`src/rtl/i2cfe_pkg.sv`:
```
package i2cfe_pkg;

    localparam int CMD_BITS  = 28;
    localparam int BIT_RDY   = 28;
    localparam int BIT_ERR   = 29;
    localparam int BIT_TMO   = 30;
    localparam logic OP_READ  = 1'b1;
    localparam logic OP_WRITE = 1'b0;

    typedef struct packed {
        logic        op;
        logic [2:0]  dev;
        logic [7:0]  off;
        logic [15:0] data;
    } cmd_t;

    typedef enum logic [1:0] {
        C_IDLE,
        C_LAUNCH,
        C_WAIT
    } ctl_state_t;

    typedef enum logic [2:0] {
        H_IDLE,
        H_FETCH,
        H_FETCH_WAIT,
        H_STORE,
        H_STORE_WAIT,
        H_LOOK,
        H_LOOK_WAIT,
        H_END
    } seq_state_t;

endpackage

```
`src/rtl/i2cfe_poll_timer.sv`:
```
module i2cfe_poll_timer #(
    parameter int POLL_GAP   = 4,
    parameter int POLL_LIMIT = 100
) (
    input  logic clk,
    input  logic rst_n,
    input  logic run,
    output logic poll,
    output logic poll_last
);
    localparam int GW = $clog2(POLL_GAP + 1);
    localparam int CW = $clog2(POLL_LIMIT + 1);
    localparam logic [GW-1:0] GAP_END = GW'(POLL_GAP - 1);
    localparam logic [CW-1:0] CNT_END = CW'(POLL_LIMIT - 1);

    logic [GW-1:0] gap_q;
    logic [CW-1:0] cnt_q;

    always_comb begin
        poll      = run && (gap_q == GAP_END);
        poll_last = poll && (cnt_q == CNT_END);
    end

    always_ff @(posedge clk or negedge rst_n) begin
        if (!rst_n) begin
            gap_q <= '0;
            cnt_q <= '0;
        end else if (!run || poll_last) begin
            gap_q <= '0;
            cnt_q <= '0;
        end else if (poll) begin
            gap_q <= '0;
            cnt_q <= cnt_q + 1'b1;
        end else begin
            gap_q <= gap_q + 1'b1;
        end
    end

    assert_poll_bound_R6: assert property (@(posedge clk) disable iff (!rst_n)
        cnt_q < CW'(POLL_LIMIT));

endmodule

```
`src/rtl/i2cfe_cmd_ctrl.sv`:
```
module i2cfe_cmd_ctrl
    import i2cfe_pkg::*;
#(
    parameter int POLL_GAP   = 4,
    parameter int POLL_LIMIT = 100
) (
    input  logic        clk,
    input  logic        rst_n,
    input  logic        bus_take,
    input  logic [31:0] bus_wdata,
    input  logic        seq_issue,
    input  cmd_t        seq_cmd,
    input  logic        eng_ack,
    input  logic        eng_err,
    input  logic [7:0]  eng_rdata,
    output logic [31:0] reg_word,
    output logic        eng_req,
    output cmd_t        eng_cmd,
    output logic        cmd_done,
    output logic        cmd_fail,
    output logic [7:0]  cmd_rbyte,
    output logic        ctl_idle
);
    ctl_state_t state_q, state_d;
    cmd_t       cmd_q;
    logic       ready_q, err_q, tmo_q;
    logic       ack_seen_q, err_seen_q;
    logic [7:0] rbyte_q;
    logic       poll, poll_last;
    logic       accept;

    i2cfe_poll_timer #(
        .POLL_GAP  (POLL_GAP),
        .POLL_LIMIT(POLL_LIMIT)
    ) u_timer (
        .clk      (clk),
        .rst_n    (rst_n),
        .run      (state_q == C_WAIT),
        .poll     (poll),
        .poll_last(poll_last)
    );

    assign accept = (state_q == C_IDLE) && (seq_issue || bus_take);

    // state register
    always_ff @(posedge clk or negedge rst_n) begin
        if (!rst_n) state_q <= C_IDLE;
        else        state_q <= state_d;
    end

    always_comb begin
        state_d = state_q;
        unique case (state_q)
            C_IDLE:   if (seq_issue || bus_take) state_d = C_LAUNCH;
            C_LAUNCH: state_d = C_WAIT;
            C_WAIT:   if (poll && (ack_seen_q || poll_last)) state_d = C_IDLE;
            default:  state_d = C_IDLE;
        endcase
    end

    // word, flags and engine capture
    always_ff @(posedge clk or negedge rst_n) begin
        if (!rst_n) begin
            cmd_q      <= '0;
            ready_q    <= 1'b1;
            err_q      <= 1'b0;
            tmo_q      <= 1'b0;
            ack_seen_q <= 1'b0;
            err_seen_q <= 1'b0;
            rbyte_q    <= '0;
        end else begin
            if (accept) begin
                cmd_q      <= seq_issue ? seq_cmd : cmd_t'(bus_wdata[CMD_BITS-1:0]);
                ready_q    <= 1'b0;
                err_q      <= 1'b0;
                tmo_q      <= 1'b0;
                ack_seen_q <= 1'b0;
                err_seen_q <= 1'b0;
            end
            if ((state_q != C_IDLE) && eng_ack && !ack_seen_q) begin
                ack_seen_q <= 1'b1;
                err_seen_q <= eng_err;
                rbyte_q    <= eng_rdata;
            end
            if ((state_q == C_WAIT) && poll) begin
                if (ack_seen_q) begin
                    ready_q <= 1'b1;
                    err_q   <= err_seen_q;
                    if (cmd_q.op == OP_READ) cmd_q.data <= {8'h00, rbyte_q};
                end else if (poll_last) begin
                    tmo_q <= 1'b1;
                    err_q <= 1'b1;
                end
            end
        end
    end

    // outputs
    always_comb begin
        eng_req   = (state_q == C_LAUNCH);
        eng_cmd   = cmd_q;
        cmd_done  = (state_q == C_WAIT) && poll && (ack_seen_q || poll_last);
        cmd_fail  = ack_seen_q ? err_seen_q : 1'b1;
        cmd_rbyte = rbyte_q;
        ctl_idle  = (state_q == C_IDLE);
        reg_word  = {1'b0, tmo_q, err_q, ready_q, cmd_q};
    end

    assert_req_single_R1: assert property (@(posedge clk) disable iff (!rst_n)
        eng_req |=> !eng_req);
    assert_ready_cleared_R1: assert property (@(posedge clk) disable iff (!rst_n)
        accept |=> !ready_q && eng_req);
    assert_ready_after_ack_R3: assert property (@(posedge clk) disable iff (!rst_n)
        $rose(ready_q) |-> $past(ack_seen_q));
    assert_fields_frozen_R7: assert property (@(posedge clk) disable iff (!rst_n)
        (state_q != C_IDLE) |=> $stable(cmd_q.off) && $stable(cmd_q.dev) && $stable(cmd_q.op));
    assert_tmo_not_ready_R6: assert property (@(posedge clk) disable iff (!rst_n)
        !(ready_q && tmo_q));

endmodule

```
`src/rtl/i2cfe_byte_seq.sv`:
```
module i2cfe_byte_seq
    import i2cfe_pkg::*;
(
    input  logic       clk,
    input  logic       rst_n,
    input  logic       start,
    input  logic       wr,
    input  logic [7:0] dev_addr,
    input  logic [7:0] off,
    input  logic [7:0] byte_in,
    input  logic       ctl_idle,
    input  logic       cmd_done,
    input  logic       cmd_fail,
    input  logic [7:0] cmd_rbyte,
    output logic       seq_issue,
    output cmd_t       seq_cmd,
    output logic       seq_idle,
    output logic       done,
    output logic       fail,
    output logic [7:0] rdata
);
    seq_state_t st_q, st_d;
    logic [2:0] dsel_q;
    logic [7:0] off_q, byte_q, hi_q, rdata_q;
    logic       fail_q;
    logic       take;

    assign take = (st_q == H_IDLE) && start && ctl_idle;

    // state register
    always_ff @(posedge clk or negedge rst_n) begin
        if (!rst_n) st_q <= H_IDLE;
        else        st_q <= st_d;
    end

    always_comb begin
        st_d = st_q;
        unique case (st_q)
            H_IDLE:       if (take) st_d = wr ? H_FETCH : H_LOOK;
            H_FETCH:      st_d = H_FETCH_WAIT;
            H_FETCH_WAIT: if (cmd_done) st_d = cmd_fail ? H_END : H_STORE;
            H_STORE:      st_d = H_STORE_WAIT;
            H_STORE_WAIT: if (cmd_done) st_d = H_END;
            H_LOOK:       st_d = H_LOOK_WAIT;
            H_LOOK_WAIT:  if (cmd_done) st_d = H_END;
            H_END:        st_d = H_IDLE;
            default:      st_d = H_IDLE;
        endcase
    end

    always_ff @(posedge clk or negedge rst_n) begin
        if (!rst_n) begin
            dsel_q  <= '0;
            off_q   <= '0;
            byte_q  <= '0;
            hi_q    <= '0;
            rdata_q <= '0;
            fail_q  <= 1'b0;
        end else begin
            if (take) begin
                dsel_q <= dev_addr[3:1];
                off_q  <= off;
                byte_q <= byte_in;
                fail_q <= 1'b0;
            end
            if (cmd_done) begin
                unique case (st_q)
                    H_FETCH_WAIT: begin hi_q <= cmd_rbyte; fail_q <= cmd_fail; end
                    H_STORE_WAIT: fail_q <= cmd_fail;
                    H_LOOK_WAIT:  begin rdata_q <= cmd_rbyte; fail_q <= cmd_fail; end
                    default: ;
                endcase
            end
        end
    end

    // outputs
    always_comb begin
        seq_issue = 1'b0;
        seq_cmd   = '0;
        unique case (st_q)
            H_FETCH: begin
                seq_issue = 1'b1;
                seq_cmd   = '{op: OP_READ, dev: dsel_q, off: off_q + 8'd1, data: 16'h0000};
            end
            H_STORE: begin
                seq_issue = 1'b1;
                seq_cmd   = '{op: OP_WRITE, dev: dsel_q, off: off_q, data: {hi_q, byte_q}};
            end
            H_LOOK: begin
                seq_issue = 1'b1;
                seq_cmd   = '{op: OP_READ, dev: dsel_q, off: off_q, data: 16'h0000};
            end
            default: ;
        endcase
        seq_idle = (st_q == H_IDLE);
        done     = (st_q == H_END);
        fail     = fail_q;
        rdata    = rdata_q;
    end

    assert_done_pulse_R8: assert property (@(posedge clk) disable iff (!rst_n)
        done |=> !done);
    assert_abort_R10: assert property (@(posedge clk) disable iff (!rst_n)
        (st_q == H_FETCH_WAIT && cmd_done && cmd_fail) |=> (st_q == H_END) && !seq_issue);
    assert_issue_idle_R9: assert property (@(posedge clk) disable iff (!rst_n)
        seq_issue |-> ctl_idle);

endmodule

```
`src/rtl/i2c_cmd_frontend.sv`:
```
module i2c_cmd_frontend
    import i2cfe_pkg::*;
#(
    parameter int POLL_GAP   = 4,
    parameter int POLL_LIMIT = 100
) (
    input  logic        clk,
    input  logic        rst_n,
    input  logic        reg_wr,
    input  logic [31:0] reg_wdata,
    output logic [31:0] reg_rdata,
    input  logic        hlp_start,
    input  logic        hlp_write,
    input  logic [7:0]  hlp_dev_addr,
    input  logic [7:0]  hlp_off,
    input  logic [7:0]  hlp_byte,
    output logic        hlp_done,
    output logic        hlp_fail,
    output logic [7:0]  hlp_rdata,
    output logic        eng_req,
    output logic        eng_read,
    output logic [2:0]  eng_dev,
    output logic [7:0]  eng_off,
    output logic [15:0] eng_wdata,
    input  logic        eng_ack,
    input  logic        eng_err,
    input  logic [7:0]  eng_rdata
);
    logic       seq_issue, seq_idle, ctl_idle;
    logic       cmd_done, cmd_fail;
    logic [7:0] cmd_rbyte;
    cmd_t       seq_cmd, eng_cmd;
    logic       bus_take;

    // helper start wins over a same-cycle bus write
    assign bus_take = reg_wr && seq_idle && !hlp_start;

    i2cfe_cmd_ctrl #(
        .POLL_GAP  (POLL_GAP),
        .POLL_LIMIT(POLL_LIMIT)
    ) u_ctrl (
        .clk      (clk),
        .rst_n    (rst_n),
        .bus_take (bus_take),
        .bus_wdata(reg_wdata),
        .seq_issue(seq_issue),
        .seq_cmd  (seq_cmd),
        .eng_ack  (eng_ack),
        .eng_err  (eng_err),
        .eng_rdata(eng_rdata),
        .reg_word (reg_rdata),
        .eng_req  (eng_req),
        .eng_cmd  (eng_cmd),
        .cmd_done (cmd_done),
        .cmd_fail (cmd_fail),
        .cmd_rbyte(cmd_rbyte),
        .ctl_idle (ctl_idle)
    );

    i2cfe_byte_seq u_seq (
        .clk      (clk),
        .rst_n    (rst_n),
        .start    (hlp_start),
        .wr       (hlp_write),
        .dev_addr (hlp_dev_addr),
        .off      (hlp_off),
        .byte_in  (hlp_byte),
        .ctl_idle (ctl_idle),
        .cmd_done (cmd_done),
        .cmd_fail (cmd_fail),
        .cmd_rbyte(cmd_rbyte),
        .seq_issue(seq_issue),
        .seq_cmd  (seq_cmd),
        .seq_idle (seq_idle),
        .done     (hlp_done),
        .fail     (hlp_fail),
        .rdata    (hlp_rdata)
    );

    always_comb begin
        eng_read  = eng_cmd.op;
        eng_dev   = eng_cmd.dev;
        eng_off   = eng_cmd.off;
        eng_wdata = eng_cmd.data;
    end

    assert_req_when_busy_R7: assert property (@(posedge clk) disable iff (!rst_n)
        eng_req |-> !reg_rdata[BIT_RDY] && !reg_rdata[BIT_TMO]);
    assert_conflict_R11: assert property (@(posedge clk) disable iff (!rst_n)
        (hlp_start && reg_wr && seq_idle && ctl_idle) |=> !eng_req);

endmodule

```
`config.mk`:
```
export PLATFORM = sky130hd
export DESIGN_NAME = i2c_cmd_frontend
export DESIGN_NICKNAME = d
export VERILOG_FILES = /design/src/rtl/i2cfe_pkg.sv /design/src/rtl/i2cfe_poll_timer.sv /design/src/rtl/i2cfe_cmd_ctrl.sv /design/src/rtl/i2cfe_byte_seq.sv /design/src/rtl/i2c_cmd_frontend.sv
export SDC_FILE = /design/constraint.sdc
export NUM_CORES = 1
export LEC_CHECK = 0
export BUFFER_PORTS_ARGS = -buffer_cell sky130_fd_sc_hd__buf_4
export CAP_MARGIN = 0
export CORE_MARGIN = 2
export CORE_UTILIZATION = 55
export CTS_CLUSTER_DIAMETER = 40
export DETAILED_ROUTE_END_ITERATION = 10
export PLACE_DENSITY = 0.85
export SLEW_MARGIN = 10
export SYNTH_ARGS = -nofsm -noshare
export SYNTH_HDL_FRONTEND = slang
export SYNTH_SLANG_ARGS = --single-unit
```
`constraint.sdc`:
```
create_clock -name clk -period 4.55 [get_ports clk]
set_clock_uncertainty 0.1 [all_clocks]
set_input_delay 0 -clock clk [delete_from_list [all_inputs] [get_ports clk]]
set_output_delay 0 -clock clk [all_outputs]
set_load 0.02 [all_outputs]
```
==> results of run 1 <==
## worst max-delay path: cells and delay by family, from the launching register on
kind,cells,cell delay (ns)
buffers and inverters,1,0.49
flip-flops,1,0.80
multiplexers,1,0.42
AND/OR/NAND/NOR,1,0.86
## per-layer routing
metal  GRT usage, %  up-vias  part of all wire (%)  wire length [um]
met2          46.22      188                    50              6153
met1          35.82     1845                    39              4898
met4          14.01        0                   4.1               508
li1               -     1740                     -                 -
met5              0        -                     0                 0
met3          5.108       42                   6.8               840
## metrics by stage
stage / util, % / total power (W) / area (sq um) / instances / setup WS (ns)
final: 75.94 / 0.003814 / 6146 / 667 / 1.752
after floorplan: - / 0.002597 / 4538 / 408 / 2.588
after CTS: 75.94 / 0.003771 / 6146 / 667 / 1.838
after global routing: 75.94 / 0.004002 / 6146 / 667 / 1.652
after global placement: 66.00 / 0.003069 / 5341 / 592 / 1.906
after detailed placement: 66.00 / 0.003146 / 5341 / 592 / 1.846
## placed cells by master, fill, tap and decap left out, drive strengths merged, types with 6 or more instances in the layout
cell	netlist	routed
a21oi	7	7
nor3	11	11
o31ai	8	8
inv	3	7
dlygate4sd3	0	59
clkbuf	10	9
xnor2	7	7
buf	44	133
dfrtp	91	91
nand3	6	6
nor2	29	29
mux2	43	43
nor2b	7	7
a221oi	18	18
nand2	40	40
o21ai	20	20
## worst max-delay path by stage
stage                            start  depth (start not counted)  slack [ns]               to
2_1_floorplan  u_ctrl.u_timer.gap_q[0]                          5        2.59   u_seq.rdata[0]
3_3_place_gp             u_seq.st_q[0]                          3        1.91  u_seq.dsel_q[1]
3_5_place_dp             u_seq.st_q[0]                          3        1.85   u_seq.off_q[2]
4_1_cts                  u_seq.st_q[0]                          3        1.84   u_seq.off_q[2]
5_1_grt                  u_seq.st_q[0]                          3        1.65   u_seq.off_q[2]
6_report                 u_seq.st_q[0]                          3        1.75   u_seq.off_q[4]
## report_power, final
part	switching (W)	internal [W]
clock network	0.000325	0.000270
logic	0.000896	0.000791
registers	0.000379	0.00115
## synthesized netlist by cell type, types with 3 or more instances
cell type and n:
nand3_1 6, o31ai_1 8, ha_1 3, a22o_1 4, dfrtp_1 91, a221oi_1 18, xor2_1 3, o221ai_1 3
nor2_1 29, a21oi_1 7, mux2_2 35, buf_2 10, buf_4 32, nor2b_1 7, nand2_1 40, clkbuf_1 10
nand4_1 3, o21ai_0 19, o32a_1 3, xnor2_1 7, mux2i_1 5, nor3_1 11, mux2_4 8, inv_1 3
nand2b_1 5
## sequential cells by signal (all words and copies together) (netlist names), 2 cells and up
signal,flops
u_ctrl.cmd_rbyte,8
u_ctrl.eng_cmd,28
u_ctrl.state_q,2
u_ctrl.u_timer.cnt_q,7
u_ctrl.u_timer.gap_q,3
u_seq.byte_q,8
u_seq.dsel_q,3
u_seq.hi_q,8
u_seq.off_q,8
u_seq.rdata,8
u_seq.st_q,3
## final cells by class
cell class              instances  area [sq um]  share of cell area, %
clock buffers                   9         123.9                  2.015
clock inverters                 7         90.09                  1.466
inverters                       4         15.01                 0.2443
multi-input cells             258          1893                  30.80
flip-flops and latches         92          2303                  37.48
well taps                     105         131.4                  2.138
repair buffers                192          1589                  25.86
## cells by family after synthesis
kind of cell / after synthesis / share of synthesized area (%)
simple gates: 117 / 13.10
flops: 92 / 50.76
compound gates: 79 / 12.99
buf+inv: 58 / 7.885
mux: 48 / 12.43
xor+xnor: 10 / 1.930
fa+ha+maj: 3 / 0.8272
other cells: 1 / 0.08263
## repair_timing
item	in CTS	in global routing
endpoints found under the hold margin	94	0
buffers inserted	0	0
hold buffers	59	0
==> reports/qor.yml, run 1 <==
status:
  status: "finished clean"
power:
  power.density_mw_per_mm2: 620.6
  vdd_drop_max_uv: 435.7
  p_leak_nw: 2.830
worst_setup_path:
  required_ns: 4.69
  cp-start-kind: "flop"
  arrival_ns: 2.94
  crit_path_max_fanout: 21
  worstPathCellList: "clkinv_1 -> nand4_1 -> mux2_2"
  critPathSlowestCell: "nand4_1"
  rr_worst_depth: 3
  worstSetupEndpointType: "flop"
  criticalPathCategory: "reg -> reg"
  reg2reg_from: "u_seq.st_q[0]"
  slowest_delay_ns: 0.86
  regToRegEndpoint: "u_seq.off_q[4]"
  reg2reg_slack_ns: 1.75
logic_synthesis:
  synth_area_sq_mm: 0.004538
  synthCells: 408
  synth_enable_flop_cells: 0
  synthFlopType: "dfrtp_1"
  synth_nets: 482
  ys_types: 58
  yosys.area.top_type: "dfrtp_1"
  ys_seq_area_share_pct: 50.76
  synth_async_sr_flop_share_pct: 100.0
  ys_warn_count: 0
  ys_ff_latch: 92
  yosysTopAreaCellShare_pct: 50.18
  syn-mean-instance-area_sq_um: 11.12
  synth.area.top_cells: "dfrtp_1 (50%), mux2_2 (8.7%), buf_4 (5.3%)"
route:
  drc_errors: 0
  wire_per_inst_um: 18.59
  drtIter0Drc: 298
  routed_wl_mm: 12.40
  detail-route-antenna-nets: 0
  drtPass1Iterations: 5
  vias: 3815
  via_per_inst: 5.720
final_layout:
  nFillCells: 523
  drive_gt1_share_pct: 35.94
  diodes: 0
  layout-area-overhead-vs-synth_pct: 35.43
  nets: 631
global_routing:
  grt_max_degree: 56
  overflow: 0
  antenna_found_initial: 0
  grt_util_all_layers_pct: 28.11
  grt_pass1_vias: 3730
  grt_pass1_wl_mm: 18.94
floorplan:
  die_w_um: 94.84
  die_h_um: 94.84
  initial_core_util_pct: 56.08
  fp-row-count: 33
  die-area_sq_mm: 0.008994
  ios: 142
  core_sq_mm: 0.008093
timing:
  rsz0062_at_grt: "false"
  report.final.slew_viol_count: 0
  timing.slew.headroom_pct: 24.81
  hold_viol_final: 0
  holdWs_ns: 0.01776
  max_freq_mhz: 357.4
  fin_tns_setup_ns: 0
  finalCritPeriodShare_pct: 61.50
  setup_viol: 0
  period_minus_slack_ns: 2.798
  tightest_slew_ns: 1.125
clock_tree:
  clockBufferDepth: 2
  clkLatencyLatePin_ns: 0.36
  clock-sinks: 92
  cts_buffers: 9
  cts_tree: "built"
  ctsResizeCount: 0
  cts-root-buf: "clkbuf_8"
  clk_pin_slew_worst_paths_ns: 0.10
  htreeDepth: 3
hold_path:
  hold_path_class: "in -> async"
place:
  hpwl_mm: 7.805
  io_buffers: 131
  gp_congestion: 0.8625
run:
  drv_cap: 0
No activity file was read; power rests on OpenSTA's default activity.
==> run 2, diff against run 1 <==
Settings changed: CORE_UTILIZATION 55 to 46, PLACE_DENSITY 0.85 to 0.76.
Clock period 4.55 ns to 2.5 ns, I/O delays scaled along.
==> run 2 against run 1 <==
  * Critical path depth increased by 2
  * Sequential power rose by 78%
  * Die area is 19% higher
  * Utilization fell by 11 points
  * Fmax grew 26%
  * Combinational power grew 88%
  * Clock-buffer cell count unchanged
  * Via count is 0.13% lower
  * Clock power grew 66%
==> reports/qor.yml, run 2 (synthesis gave the netlist of run 1 again) <==
power:
  report.power.total_w: 0.006883
  p_int_w: 0.003986
  seqPwrFrac_pct: 39.6
  power.density_mw_per_mm2: 1098
  clkPwrFrac_pct: 14.4
  swShare_pct: 42.09
  power_switching_w: 0.002897
  vdd_drop_max_uv: 728.8
  combPwrFrac_pct: 46.1
  p_leak_nw: 2.877
floorplan:
  fp-row-count: 36
  die-area_sq_mm: 0.01068
  die_h_um: 103.3
  core_sq_mm: 0.009684
  ios: 142
  initial_core_util_pct: 46.86
  die_w_um: 103.3
global_routing:
  antenna_found_initial: 0
  grt_util_all_layers_pct: 23.75
  grt_pass1_wl_mm: 19.37
  overflow: 0
  grt_pass1_vias: 3853
  grt_max_degree: 93
clock_tree:
  htreeDepth: 3
  clockBufferDepth: 2
  clock-sinks: 92
  clk_pin_slew_worst_paths_ns: 0.10
  postCtsSetupBuffers: 0
  cts_buffers: 9
  clkLatencyLatePin_ns: 0.37
  ctsResizeCount: 0
  cts_tree: "built"
  cts-root-buf: "clkbuf_8"
  cts_hold_buf: 59
worst_setup_path:
  critPathSlowestCell: "a211o_1"
  slowest_delay_ns: 0.55
  required_ns: 2.65
  worstSetupEndpointType: "flop"
  criticalPathCategory: "reg -> reg"
  arrival_ns: 2.36
  crit_path_max_fanout: 8
  worstPathCellList: "ha_1 -> and4bb_2 -> nand4_4 -> a211o_1 -> mux2_4"
  cp-start-kind: "flop"
final_layout:
  diodes: 0
  final_cell_mix: "buf_4 (142), dfrtp_1 (91), dlygate4sd3_1 (59)"
  drive_gt1_share_pct: 37.17
  layout-area-overhead-vs-synth_pct: 38.08
  final_cells: 706
  final_common_cell: "buf_4"
  largest_reg_flops: 28
  nets: 642
timing:
  max_freq_mhz: 451.9
  tightest_slew_ns: 0.9210
  period_minus_slack_ns: 2.213
  layout_setup_ws_ns: 0.2873
  timing.slew.headroom_pct: 38.60
  report.final.slew_viol_count: 0
  hold_viol_final: 0
  fin_tns_setup_ns: 0
  rsz0062_at_grt: "false"
  finalCritPeriodShare_pct: 88.51
  setup_viol: 0
place:
  place_inst: 631
  gp_congestion: 0.9005
  hpwl_mm: 7.863
  io_buffers: 131
  dp_slack_ns: 0.2948
run:
  drv_cap: 0
route:
  routed_wl_mm: 12.22
  wire_per_inst_um: 17.31
  drtPass1Iterations: 5
  drc_errors: 0
  vias: 3810
  drtIter0Drc: 274
  detail-route-antenna-nets: 0
  via_per_inst: 5.397
status:
  status: "finished clean"
hold_path:
  hold_path_class: "in -> async"
run 2: changes by cell type in the layout (fill, tap and decap cells not counted):
cell	previous run	this run
buf_4	133	142
buf_12	0	2
bufinv_16	1	0
clkinvlp_4	0	1
run 2: cell type report:
| class | instances | area [sq um] |
|---|---|---|
| Clock inverter | 7 | 67.56 |
| Inverter | 4 | 15.01 |
| Clock buffer | 9 | 123.9 |
| Sequential cell | 92 | 2303 |
| Fill cell | 737 | 3418 |
| Multi-Input combinational cell | 258 | 1893 |
| Tap cell | 133 | 166.4 |
| Timing Repair Buffer | 203 | 1697 |
run 2: through the flow:
stage / util (%) / instance area (sq um) / hold WS (ns)
6_report: 64.70 / 6266 / 0.1075
5_1_grt: 64.70 / 6266 / 0.1241
4_1_cts: 64.70 / 6266 / 0.1123
3_5_place_dp: 56.63 / 5484 / -0.01355
3_3_place_gp: 56.63 / 5484 / -0.01437
2_1_floorplan: - / 4538 / -0.3956
run 2: critical path: cells and delay by family (launching register included):
kind                       cells  cell delay, ns
AOI/OAI and AO/OA              1            0.55
DFF                            1            0.36
muxes                          1            0.37
and+or+nand+nor                2            0.51
adders and majority gates      1            0.21
run 2: worst paths after layout:
kind | depth (start not counted) | endpoint | startpoint | slack, ns
worst max-delay path | 5 | u_seq.hi_q[0] | u_ctrl.u_timer.gap_q[0] | 0.29
worst min-delay path | 3 | u_ctrl.u_timer.gap_q[1] | rst_n | 0.11
worst max register to register | 5 | u_seq.hi_q[0] | u_ctrl.u_timer.gap_q[0] | 0.29
worst min register to register | 1 | u_ctrl.u_timer.gap_q[0] | u_ctrl.u_timer.gap_q[0] | 0.34
max in group asynchronous | 3 | u_ctrl.ready_q | rst_n | 1.80
min in group clk | 4 | u_ctrl.ack_seen_q | eng_ack | 0.12
run 2: power by group through the flow:
stage | clock network (W) | logic (W) | registers, W
finish | 0.000989 | 0.00317 | 0.00272
global route | 0.00106 | 0.00342 | 0.00281
CTS | 0.00100 | 0.00315 | 0.00270
detailed placement | 0 | 0.00306 | 0.00272
global placement | 0 | 0.00300 | 0.00268
floorplan | 0 | 0.00188 | 0.00285
run 2: per-layer routing:
layer	share of wire (%)	track usage [%]
met5	0	0
met4	2.8	9.818
met3	6.7	4.570
met2	50	38.71
met1	41	31.38
==> run 3, diff against run 2 <==
Settings changed: CORE_MARGIN 2 to default, CORE_UTILIZATION 46 to 34, PLACE_DENSITY 0.76 to default.
==> run 3 against run 2 <==
  * Utilization is 15 points lower
  * Sequential power about the same
  * Setup slack improved by 0.012 ns
  * Sequential cell count unchanged
  * Clock power up 33%
  * Clock-buffer cell count rose by 1
  * Fmax is 0.54% higher
  * Highest routed layer unchanged
  * Largest cell class unchanged
  * Final cell count is 5.1% higher
  * Critical path depth unchanged
  * Critical endpoint is now u_seq.hi_q[1]
  * First-iteration DRC count down 23%
==> reports/qor.yml, run 3 (synthesis gave the netlist of run 1 again) <==
status:
  status: "finished clean"
place:
  io_buffers: 131
  gp_congestion: 0.7923
  hpwl_mm: 8.266
  dp_slack_ns: 0.2748
power:
  vdd_drop_max_uv: 613.7
  power.density_mw_per_mm2: 1121
  p_leak_nw: 2.903
timing:
  period_minus_slack_ns: 2.201
  timing.slew.headroom_pct: 40.03
  finalCritPeriodShare_pct: 88.03
  report.final.slew_viol_count: 0
  setup_viol: 0
  max_freq_mhz: 454.4
  fin_tns_setup_ns: 0
  layout_setup_ws_ns: 0.2992
  hold_viol_final: 0
  rsz0062_at_grt: "false"
  tightest_slew_ns: 0.8996
floorplan:
  die-area_sq_mm: 0.01381
  die_w_um: 117.5
  core_sq_mm: 0.01282
  ios: 142
  die_h_um: 117.5
  fp-row-count: 41
  initial_core_util_pct: 35.39
global_routing:
  grt_max_degree: 58
  antenna_found_initial: 0
  overflow: 0
  grt_util_all_layers_pct: 18.63
  grt_pass1_vias: 3861
  grt_pass1_wl_mm: 20.21
clock_tree:
  clockBufferDepth: 2
  cts_tree: "built"
  clk_pin_slew_worst_paths_ns: 0.07
  clock-sinks: 92
  cts-root-buf: "clkbuf_16"
  htreeDepth: 3
  clkLatencyLatePin_ns: 0.35
  cts_buffers: 9
route:
  vias: 3681
  drtIter0Drc: 211
  via_per_inst: 4.961
  wire_per_inst_um: 16.36
  drtPass1Iterations: 4
  detail-route-antenna-nets: 0
  routed_wl_mm: 12.14
  drc_errors: 0
final_layout:
  final_cell_mix: "buf_4 (139), dfrtp_1 (91), dlygate4sd3_1 (59)"
  nFillCells: 1188
  nets: 639
  layout-area-overhead-vs-synth_pct: 40.50
  largest_reg_flops: 28
  diodes: 0
  drive_gt1_share_pct: 36.49
  final_common_cell: "buf_4"
hold_path:
  hold_path_class: "in -> async"
worst_setup_path:
  required_ns: 2.64
  worstSetupStartpoint: "u_ctrl.u_timer.gap_q[0]"
  arrival_ns: 2.34
  criticalPathCategory: "reg -> reg"
  crit_path_max_fanout: 8
  reg2reg_from: "u_ctrl.u_timer.gap_q[0]"
  cp-start-kind: "flop"
  worstSetupEndpointType: "flop"
run:
  drv_cap: 0
-- run 3: cell type report --
class                      instances  area [sq um]  share of cell area, %
tap                              172         215.2                  3.375
multi-input combinational        258          1888                  29.61
inverter                           4         15.01                 0.2355
sequential                        92          2303                  36.13
clock inverter                     6         51.30                 0.8046
clock buffer                      10         229.0                  3.591
timing repair buffer             200          1674                  26.26
-- run 3: critical path, cell delays in order, from the launching register on --
cell and delay, ns:
dfrtp_1 0.36, ha_1 0.22, and4bb_2 0.34, nand4_4 0.18
a211o_1 0.53, mux2_4 0.36
-- run 3: path summary, 6_finish.rpt --
| kind | to | slack, ns | depth (start not counted) |
|---|---|---|---|
| worst max-delay path | u_seq.hi_q[1] | 0.30 | 5 |
| worst min-delay path | u_seq.dsel_q[2] | 0.06 | 2 |
| worst max register to register | u_seq.hi_q[1] | 0.30 | 5 |
| worst min register to register | u_ctrl.u_timer.gap_q[0] | 0.35 | 1 |
| max in group asynchronous | u_ctrl.cmd_rbyte[3] | 1.58 | 3 |
| min in group clk | u_ctrl.err_seen_q | 0.16 | 5 |
-- run 3: metrics by stage --
step                power [W]  util (%)  hold WS [ns]  instances  cell area [sq um]
floorplan            0.004727         -       -0.3956        408               4538
global placement     0.005715     42.93       -0.1016        667               5505
detailed placement   0.005788     42.93      -0.09824        667               5505
CTS                  0.007201     49.72       0.06362        742               6376
global route         0.007585     49.72       0.07803        742               6376
finish               0.007145     49.72       0.05591        742               6376
-- run 3: what timing repair did --
item                                   4_1_cts  5_1_grt
hold buffers                                59        0
setup buffers                                0        0
resized for setup                            0        0
endpoints found under the hold margin      150        0
-- run 3: routing by layer --
metal | track usage [%] | part of all wire (%)
met1 | 23.19 | 43
met2 | 31.03 | 49
met3 | 5.523 | 5.8
met4 | 5.769 | 1.8
met5 | 0 | 0
-- run 3: report_power, final --
group | switching (W) | leakage, nW | total, W | internal [W]
sequential | 0.000592 | 1.14 | 0.00270 | 0.00210
combinational | 0.00164 | 1.63 | 0.00313 | 0.00149
clock | 0.000625 | 0.135 | 0.00132 | 0.000693
total | 0.00286 | 2.90 | 0.00714 | 0.00428
